## src/rtl/rxq_pkg.sv

```systemverilog
package rxq_pkg;
  typedef enum logic [1:0] {ST_SRCH, ST_LEN, ST_DATA, ST_CRC} rxq_state_t;

  function automatic logic [7:0] crc8_next(input logic [7:0] c, input logic [7:0] b,
                                           input logic [7:0] poly);
    logic [7:0] r;
    r = c ^ b;
    for (int k = 0; k < 8; k++) r = r[7] ? ((r << 1) ^ poly) : (r << 1);
    return r;
  endfunction
endpackage

```

## src/rtl/rxq_sync_hunter.sv

```systemverilog
module rxq_sync_hunter #(
  parameter int          PRE_LEN      = 3,
  parameter int          SYNC_BYTES   = 2,
  parameter logic [SYNC_BYTES*8-1:0] SYNC_WORD = 16'hD391,
  parameter int          SYNC_TIMEOUT = 8
) (
  input  logic       clk,
  input  logic       rst,
  input  logic       active,
  input  logic       need_pre,
  input  logic       in_valid,
  input  logic [7:0] in_byte,
  output logic       hit
);
  localparam int SHW = (SYNC_BYTES - 1) * 8;
  localparam int PCW = $clog2(PRE_LEN + 1);
  localparam int TCW = $clog2(SYNC_TIMEOUT + 1);

  logic [SHW-1:0] shreg;
  logic [PCW-1:0] pre_cnt;
  logic [TCW-1:0] to_cnt;
  logic           armed;

  assign hit = active && in_valid && (armed || !need_pre) && ({shreg, in_byte} == SYNC_WORD);

  always_ff @(posedge clk) begin
    if (rst || !active) begin
      shreg   <= '0;
      pre_cnt <= '0;
      to_cnt  <= '0;
      armed   <= 1'b0;
    end else if (in_valid) begin
      shreg <= {shreg, in_byte} >> 0;
      if (!armed) begin
        if (in_byte == 8'h55) begin
          if (pre_cnt == PCW'(PRE_LEN - 1)) begin
            armed  <= 1'b1;
            to_cnt <= '0;
          end else begin
            pre_cnt <= pre_cnt + 1'b1;
          end
        end else begin
          pre_cnt <= '0;
        end
      end else if (need_pre && !hit && in_byte != 8'h55) begin
        if (to_cnt == TCW'(SYNC_TIMEOUT - 1)) begin
          armed   <= 1'b0;
          pre_cnt <= '0;
        end else begin
          to_cnt <= to_cnt + 1'b1;
        end
      end
    end
  end
endmodule

```

## src/rtl/rxq_crc8.sv

```systemverilog
module rxq_crc8 #(
  parameter logic [7:0] POLY = 8'h07
) (
  input  logic       clk,
  input  logic       rst,
  input  logic       clr,
  input  logic       upd,
  input  logic [7:0] din,
  output logic [7:0] crc
);
  import rxq_pkg::*;

  always_ff @(posedge clk) begin
    if (rst || clr) crc <= 8'h00;
    else if (upd)   crc <= crc8_next(crc, din, POLY);
  end
endmodule

```

## src/rtl/rxq_frame_ctrl.sv

```systemverilog
module rxq_frame_ctrl #(
  parameter int         AW     = 8,
  parameter logic       P0_VAR = 1'b1,
  parameter logic       P0_CRC = 1'b1,
  parameter logic [7:0] P0_LEN = 8'd0,
  parameter logic       P1_VAR = 1'b0,
  parameter logic       P1_CRC = 1'b0,
  parameter logic [7:0] P1_LEN = 8'd4
) (
  input  logic          clk,
  input  logic          rst,
  input  logic          in_valid,
  input  logic [7:0]    in_byte,
  input  logic          sync_hit,
  input  logic          prof_sel,
  input  logic          qual_crc,
  input  logic [7:0]    crc_val,
  output logic          searching,
  output logic          crc_clr,
  output logic          crc_upd,
  output logic          ram_we,
  output logic [AW-1:0] ram_addr,
  output logic [7:0]    ram_wdata,
  output logic          pkt_valid,
  output logic          crc_err,
  output logic [7:0]    rx_len,
  output logic [AW-1:0] pkt_base
);
  import rxq_pkg::*;

  localparam logic [7:0] MAX_LEN_CRC = 8'd254;

  rxq_state_t    st, nxt;
  logic          crc_on_q;
  logic [7:0]    len_q, idx_q;
  logic [AW-1:0] base_q;

  logic       p_var, p_crc, crc_flag;
  logic [7:0] p_len, body_len, commit_len, max_len;
  logic       start_body, do_commit, do_err, do_wr;

  assign p_var    = prof_sel ? P1_VAR : P0_VAR;
  assign p_crc    = prof_sel ? P1_CRC : P0_CRC;
  assign p_len    = prof_sel ? P1_LEN : P0_LEN;
  assign crc_flag = (st == ST_SRCH) ? p_crc : crc_on_q;
  assign max_len  = crc_on_q ? MAX_LEN_CRC : 8'hFF;
  assign searching = (st == ST_SRCH);

  always_comb begin
    nxt = st; start_body = 1'b0; body_len = 8'd0;
    do_commit = 1'b0; do_err = 1'b0; do_wr = 1'b0;
    commit_len = len_q; crc_clr = 1'b0; crc_upd = 1'b0;
    if (in_valid) begin
      case (st)
        ST_SRCH: if (sync_hit) begin
          crc_clr = 1'b1;
          if (p_var) nxt = ST_LEN;
          else begin start_body = 1'b1; body_len = p_len; end
        end
        ST_LEN: begin
          crc_upd = 1'b1;
          if (in_byte > max_len) nxt = ST_SRCH;
          else begin start_body = 1'b1; body_len = in_byte; end
        end
        ST_DATA: begin
          crc_upd = 1'b1;
          do_wr   = 1'b1;
          if (idx_q == len_q - 8'd1) begin
            if (crc_on_q) nxt = ST_CRC;
            else do_commit = 1'b1;
          end
        end
        default: begin
          if (in_byte == crc_val || !qual_crc) do_commit = 1'b1;
          else do_err = 1'b1;
          nxt = ST_SRCH;
        end
      endcase
      if (start_body) begin
        if (body_len != 8'd0) nxt = ST_DATA;
        else if (crc_flag)    nxt = ST_CRC;
        else begin do_commit = 1'b1; commit_len = 8'd0; end
      end
      if (do_commit) nxt = ST_SRCH;
    end
  end

  always_ff @(posedge clk) begin
    if (rst) begin
      st <= ST_SRCH; crc_on_q <= 1'b0; len_q <= '0; idx_q <= '0; base_q <= '0;
      ram_we <= 1'b0; ram_addr <= '0; ram_wdata <= '0;
      pkt_valid <= 1'b0; crc_err <= 1'b0; rx_len <= '0; pkt_base <= '0;
    end else begin
      st        <= nxt;
      ram_we    <= do_wr;
      pkt_valid <= do_commit;
      crc_err   <= do_err;
      if (in_valid && st == ST_SRCH && sync_hit) begin
        crc_on_q <= p_crc;
        idx_q    <= '0;
      end
      if (start_body) len_q <= body_len;
      if (do_wr) begin
        ram_addr  <= base_q + AW'(idx_q);
        ram_wdata <= in_byte;
        idx_q     <= idx_q + 8'd1;
      end
      if (do_commit) begin
        rx_len   <= commit_len;
        pkt_base <= base_q;
        base_q   <= base_q + AW'(commit_len);
      end
    end
  end
endmodule

```

## src/rtl/rx_pkt_qualifier.sv

```systemverilog
module rx_pkt_qualifier #(
  parameter int          AW           = 8,
  parameter int          PRE_LEN      = 3,
  parameter int          SYNC_BYTES   = 2,
  parameter logic [SYNC_BYTES*8-1:0] SYNC_WORD = 16'hD391,
  parameter int          SYNC_TIMEOUT = 8,
  parameter logic [7:0]  CRC_POLY     = 8'h07,
  parameter logic        P0_VAR       = 1'b1,
  parameter logic        P0_CRC       = 1'b1,
  parameter logic [7:0]  P0_LEN       = 8'd0,
  parameter logic        P1_VAR       = 1'b0,
  parameter logic        P1_CRC       = 1'b0,
  parameter logic [7:0]  P1_LEN       = 8'd4
) (
  input  logic          clk,
  input  logic          rst,
  input  logic          in_valid,
  input  logic [7:0]    in_byte,
  input  logic          prof_sel,
  input  logic          qual_pre,
  input  logic          qual_crc,
  output logic          ram_we,
  output logic [AW-1:0] ram_addr,
  output logic [7:0]    ram_wdata,
  output logic          pkt_valid,
  output logic          crc_err,
  output logic [7:0]    rx_len,
  output logic [AW-1:0] pkt_base
);
  logic       searching, sync_hit, crc_clr, crc_upd;
  logic [7:0] crc_val;

  rxq_sync_hunter #(
    .PRE_LEN(PRE_LEN), .SYNC_BYTES(SYNC_BYTES), .SYNC_WORD(SYNC_WORD),
    .SYNC_TIMEOUT(SYNC_TIMEOUT)
  ) i_hunter (
    .clk(clk), .rst(rst), .active(searching), .need_pre(qual_pre),
    .in_valid(in_valid), .in_byte(in_byte), .hit(sync_hit)
  );

  rxq_crc8 #(.POLY(CRC_POLY)) i_crc (
    .clk(clk), .rst(rst), .clr(crc_clr), .upd(crc_upd), .din(in_byte), .crc(crc_val)
  );

  rxq_frame_ctrl #(
    .AW(AW), .P0_VAR(P0_VAR), .P0_CRC(P0_CRC), .P0_LEN(P0_LEN),
    .P1_VAR(P1_VAR), .P1_CRC(P1_CRC), .P1_LEN(P1_LEN)
  ) i_ctrl (
    .clk(clk), .rst(rst), .in_valid(in_valid), .in_byte(in_byte),
    .sync_hit(sync_hit), .prof_sel(prof_sel), .qual_crc(qual_crc), .crc_val(crc_val),
    .searching(searching), .crc_clr(crc_clr), .crc_upd(crc_upd),
    .ram_we(ram_we), .ram_addr(ram_addr), .ram_wdata(ram_wdata),
    .pkt_valid(pkt_valid), .crc_err(crc_err), .rx_len(rx_len), .pkt_base(pkt_base)
  );
endmodule

```

## config.mk

```make
export PLATFORM = sky130hd
export DESIGN_NAME = rx_pkt_qualifier
export DESIGN_NICKNAME = d
export VERILOG_FILES = /design/src/rtl/rxq_pkg.sv /design/src/rtl/rxq_sync_hunter.sv /design/src/rtl/rxq_crc8.sv /design/src/rtl/rxq_frame_ctrl.sv /design/src/rtl/rx_pkt_qualifier.sv
export SDC_FILE = /design/constraint.sdc
export NUM_CORES = 1
export LEC_CHECK = 0
export CAP_MARGIN = 40
export CORE_MARGIN = 2
export CORE_UTILIZATION = 45
export CTS_CLUSTER_DIAMETER = 80
export CTS_CLUSTER_SIZE = 12
export DETAILED_ROUTE_END_ITERATION = 6
export PLACE_DENSITY_LB_ADDON = 0.25
export SLEW_MARGIN = 5
export SYNTH_ARGS = -nofsm -noshare
export SYNTH_HDL_FRONTEND = slang
export SYNTH_SLANG_ARGS = --single-unit
```

## constraint.sdc

```tcl
create_clock -name clk -period 4.71 [get_ports clk]
set_input_delay 1.413 -clock clk [delete_from_list [all_inputs] [get_ports clk]]
set_output_delay 1.413 -clock clk [all_outputs]
set_load 0.005 [all_outputs]
```

Word level (Yosys, flattened, before mapping)
Cells that the tools add are included.
{"block": "classes", "addsub": 6, "order_cmp": 1, "eq_ne": 13, "muxes": 71, "bitwise_logic": 10, "reduce_logical": 24}
{"op": "8-bit two-way mux", "n": 10}
{"op": "1-bit two-way mux", "n": 29}
{"op": "2-bit two-way mux", "n": 14}
{"op": "3-bit two-way mux", "n": 9}
{"op": "3-bit inverter", "n": 8}
{"op": "4-bit two-way mux", "n": 5}
{"op": "8-bit adder", "n": 2}
{"op": "16-bit == test (second input constant)", "n": 1}
{"op": "8-bit == test", "n": 2}
{"op": "8-bit one-hot mux with 2 select lines", "n": 1}
{"op": "8-bit by 1-bit adder with 8-bit output (second input constant)", "n": 1}
{"op": "8-bit by 7-bit == test with 1-bit output (second input constant)", "n": 1}
{"op": "8-bit > comparator", "n": 1}
{"op": "8-bit by 7-bit != test with 1-bit output (second input constant)", "n": 1}
{"op": "8-bit nonzero test", "n": 1}
{"op": "8-bit by 1-bit subtractor with 8-bit output (second input constant)", "n": 1}
{"op": "8-bit XOR", "n": 1}
{"op": "1-bit logical AND", "n": 6}
{"op": "2-bit != test (second input constant)", "n": 3}
{"op": "2-bit one-hot mux with 3 select lines", "n": 1}
{"op": "2-bit nonzero test", "n": 3}
{"op": "5-bit AND reduction", "n": 1}
{"op": "5-bit OR reduction", "n": 1}
{"op": "4-bit by 1-bit adder with 4-bit output (second input constant)", "n": 1}
{"op": "other kinds (12)", "n": 21}
{"block": "word_totals", "register_bits": 85, "inputBits": 14, "output_inout_bits": 35}

Logic depth before layout (Yosys ltp)
{"block": "logic_depth", "ltp_word": 17, "mapped_depth": 17, "depth_no_buf": 15}

Cells and area by module
From an unflattened synthesis, not the netlist that was laid out.
{"block": "hier_totals", "hier_cells": 554, "hier_area_um2": 4917.2}
{"module": "rxq_frame_ctrl", "instances": 1, "cells_each": 405, "area_each_um2": 3458.3, "seq_area_each_um2": 1241.2}
{"module": "rxq_sync_hunter", "instances": 1, "cells_each": 93, "area_each_um2": 842.1, "seq_area_each_um2": 300.3}
{"module": "rxq_crc8", "instances": 1, "cells_each": 56, "area_each_um2": 616.8, "seq_area_each_um2": 160.2}

Worst setup path after synthesis
No wires, ideal clock.
{"block": "synth_timing", "path_type": "input to register", "from": "input port in_byte[0]", "to": "register i_ctrl.base_q[7]", "setup_ns": 0.121, "arrival_time_ns": 4.231, "required_ns": 4.589, "slack_ns": 0.359, "cell_stages": 15, "path_buffers": 1, "cell_sequence": "inv_1 > ha_1 > nand4bb_1 > o311a_1 > and3_1 > clkbuf_1 > nor2_1 > ha_1 > a21o_1 > a21oi_1 > o211ai_1 > nand2_1 > xnor2_1 > nor2b_1 > mux2_2"}
{"block": "synth_via", "elab_chain_cells": 10, "elab_cells_between_ends": 25, "cone_classes": "add/sub: 1; order compare: 1; eq/ne: 2; mux: 18; reduce/logical: 3"}
{"element": "start, declared", "line": "rx_pkt_qualifier.sv:18", "rtl": "input logic [7:0] in_byte,"}
{"element": "parallel branches: the longest is 7 deep, another holds 8-bit > comparator"}
{"element": "8-bit two-way mux *", "line": "rxq_frame_ctrl.sv:79", "rtl": "if (start_body) begin"}
{"element": "8-bit two-way mux *", "line": "rxq_frame_ctrl.sv:53", "rtl": "if (in_valid) begin"}
{"element": "via i_ctrl.commit_len[1]", "line": "rxq_frame_ctrl.sv:39", "rtl": "logic [7:0] p_len, body_len, commit_len, max_len;"}
{"element": "8-bit adder *", "line": "rxq_frame_ctrl.sv:111", "rtl": "base_q <= base_q + AW'(commit_len);"}
{"element": "end signal, assigned", "line": "rxq_frame_ctrl.sv:111"}
{"element": "end, declared", "line": "rxq_frame_ctrl.sv:36", "rtl": "logic [AW-1:0] base_q;"}
Mark *: on every way through the listed nets, which the timed path passes. The select of a mux whose other input is x is not followed.
A chain may end at the register's enable or synchronous reset.

Worst setup path in the final report
Ends and elaborated chain as after synthesis.

==> flow_metrics.env <==
export IMPL_status="complete, no violations"
export IMPL_drc=0
export IMPL_fmax_ghz=0.223
export IMPL_synth_cell_area_um2=4600
export IMPL_crit_path_end_kind="register"
export IMPL_cts_inserted_buffers=9
export IMPL_cp_start_kind="input port"
export IMPL_io_pins=49
export IMPL_cts_setup_buffers=0
export IMPL_yosysTopAreaCellShare_pct=37.0
export IMPL_final_layout_size_suffix_gt1_share_pct=8.56
export IMPL_viasPerCell=5.33
export IMPL_slew_headroom_pct=49.9
export IMPL_wirelength_mm=10.8
export IMPL_criticalPathCategory="input port to register"
export IMPL_synth_area_leaders="dfxtp_1 37%, ha_1 7.3%, mux2i_1 7.0%, nor2_1 6.1%, xnor2_1 5.1%"
export IMPL_synth_warnings=0
export IMPL_synthArstFlopShare_pct=0
export IMPL_dp_hpwl_mm=7.82
export IMPL_synth_cell_types=61
export IMPL_ant_nets=0
export IMPL_gp_congestion=0.854
export IMPL_setup_violations=0
export IMPL_seq_area_um2=1700
export IMPL_path_clk_slew_ns=0.08
export IMPL_rsz0062_at_grt="no"
export IMPL_syn_mean_instance_area_um2=8.56
export IMPL_clockBufferDepth=2
export IMPL_yosysTopAreaCell="dfxtp_1"
export IMPL_placed_area_um2=5310
export IMPL_fp_dieH_um=105
export IMPL_fp_row_count=36
export IMPL_fin_crit_ns=4.48
export IMPL_grt_pass1_vias=3745
export IMPL_grtUsageTotal_pct=20.0
export IMPL_syn_inst=537
export IMPL_power_density_nw_per_um2=234
export IMPL_die_width_um=105
export IMPL_worstMarginPinSlew_ns=0.750
export IMPL_crit_chain="clkdlybuf4s50_1 > inv_1 > ha_1 > nand4bb_1 > o311a_1 > and3_1 > buf_4 > nor2b_1 > ha_1 > a21oi_1 > o21ai_0 > nand2_1 > xnor2_1 > nor2b_1 > mux2_2"
export IMPL_design_area_um2=5480
export IMPL_skew_ns=0.0101
export IMPL_cap_violations=0
export IMPL_grt_overflow_total=0
export IMPL_synth_edf_count=0
export IMPL_post_cts_resized=0
export IMPL_synth_nets=580
export IMPL_multi_input_area_um2=2690
export IMPL_cp_required_ns=4.96
export IMPL_cts_tree="built"
export IMPL_hold_violations=0
export IMPL_slowest_stage="clkdlybuf4s50_1"
export IMPL_grt_max_degree=40
export IMPL_portBuffers=48
export IMPL_worstPathMaxFanout=5
export IMPL_crit_arrival_ns=4.73
export IMPL_holdCritPathClass="register to register"
export IMPL_cts_root_buf="clkbuf_8"
export IMPL_start_util_pct=46.6
export IMPL_diodes=0
export IMPL_leakagePower_uw=0.00233
export IMPL_holdBufCountCts=0
export IMPL_cts_max_level=3
export IMPL_fillers=921
export IMPL_synth_seq_cells=85
export IMPL_clock_latency_ns=0.36
export IMPL_ys_seq_area_share_pct=37.0
export IMPL_critPathMaxStageDelay_ns=0.55
export IMPL_clock_sinks=85
export IMPL_fin_crit_sh_pct=95.2
export IMPL_grt_pass1_wl_mm=18.0
export IMPL_drt_iter0_markers=202
export IMPL_vias=3884
export IMPL_firstDrtPassIters=4
export IMPL_core_um2=9860
export IMPL_utilization_pct=55.5
export IMPL_finalMaxSlewViolations=0
export IMPL_wire_per_inst_um=14.8
export IMPL_setup_tns_ns=0
export IMPL_areaGrowthSynthToFinish_pct=19.1
export IMPL_synth_ff_type="dfxtp_1"
export IMPL_antenna_found_initial=0
export IMPL_layout_nets=634
export IMPL_die_area_um2=11000
export IMPL_ir_worst_vdd_v=0.000128
## report_power, final
| part | switching (µW) | total, µW | internal (µW) |
|---|---|---|---|
| Combinational | 51.3 | 88.2 | 36.9 |
| Sequential | 3.73 | 727 | 723 |
| Clock | 260 | 465 | 205 |
## worst max-delay path: cells and delay by family
kind / cells / cell delay (ns)
AO/OA/AOI/OAI: 3 / 0.67
multiplexers: 1 / 0.34
AND/OR/NAND/NOR: 5 / 0.84
adder cells (fa/ha/maj): 2 / 0.58
buffers and inverters: 3 / 0.79
XOR/XNOR: 1 / 0.11
## cells in the final DEF, fill, tap and decap left out, types with 11 or more instances in the layout
master           instances
a21oi_1                 43
buf_4                   26
clkdlybuf4s50_1         47
dfxtp_1                 85
ha_1                    27
inv_1                   20
mux2i_1                 32
nand2_1                 46
nand3_1                 11
nor2_1                  75
o21ai_0                 16
xnor2_1                 27
xor2_1                  16
## Yosys cell counts (all sizes together) (2+ instances only)
library cell	number
clkbuf	24
a31oi	2
a2111o	2
xor2	16
nand2	46
o211a	3
o31a	3
nand4b	3
or3	7
xnor2	27
mux2i	32
o211ai	2
a21oi	43
o21bai	4
and3	3
dfxtp	85
ha	27
a21o	6
buf	7
fa	2
a22oi	7
inv	20
nand2b	3
nor2	75
nor2b	10
or4	5
or2	3
nand3	12
a211oi	6
nor4b	2
a221oi	2
o21ai	17
nor3	10
## state kept, by name, summed over array words and instances (netlist names), 4 cells and up
register / flops
i_crc.crc: 8
i_ctrl.base_q: 8
i_ctrl.idx_q: 8
i_ctrl.len_q: 8
i_ctrl.pkt_base: 8
i_ctrl.ram_addr: 8
i_ctrl.ram_wdata: 8
i_ctrl.rx_len: 8
i_hunter.shreg: 8
i_hunter.to_cnt: 4
## through the flow
stage	hold slack, ns	total power (µW)	std cells	setup slack, ns
global placement	0.443	829	713	-0.0143
finish	0.457	1280	729	0.228
CTS	0.465	1300	729	0.296
global route	0.486	1330	729	0.0760
detailed placement	0.446	832	713	-0.0810
floorplan	0.436	798	537	0.359
## worst paths after layout
path                           start                 end  slack [ns]  cells past startpoint
setup / recovery          in_byte[0]    i_ctrl.base_q[7]        0.23                     15
hold / removal    i_ctrl.ram_addr[3]  i_ctrl.ram_addr[3]        0.46                      2
setup reg to reg     i_ctrl.crc_on_q    i_ctrl.base_q[7]        1.40                     14
hold reg to reg   i_ctrl.ram_addr[3]  i_ctrl.ram_addr[3]        0.46                      2
## cell type report
| class | instances | area share [%] |
|---|---|---|
| multi-input cells | 401 | 49.2 |
| flip-flops and latches | 85 | 31.1 |
| repair buffers | 74 | 12.2 |
| well taps | 133 | 3.04 |
| clock buffers | 12 | 2.65 |
| inverters | 20 | 1.37 |
| clock inverters | 4 | 0.434 |
## layer usage
metal,wire (µm),GRT usage [%],vias to the layer above
met4,131,6.38,0
met3,458,3.99,11
li1,-,-,1960
met5,0,0,-
met2,4860,31.4,91
met1,5320,27.6,1822
## kinds of logic (layout without fill, tap and decap cells)
logic type	after synthesis	after routing	synth area share, %
and+or+nand+nor	190	190	20.1
AOI/OAI and AO/OA	106	106	14.9
DFF	85	85	37.0
buffers and inverters	51	110	4.44
xor gates and xnor gates	43	43	8.19
muxes	33	33	7.21
adders and majority gates	29	29	8.22
Note: power is estimated with default switching activity, not from simulation.
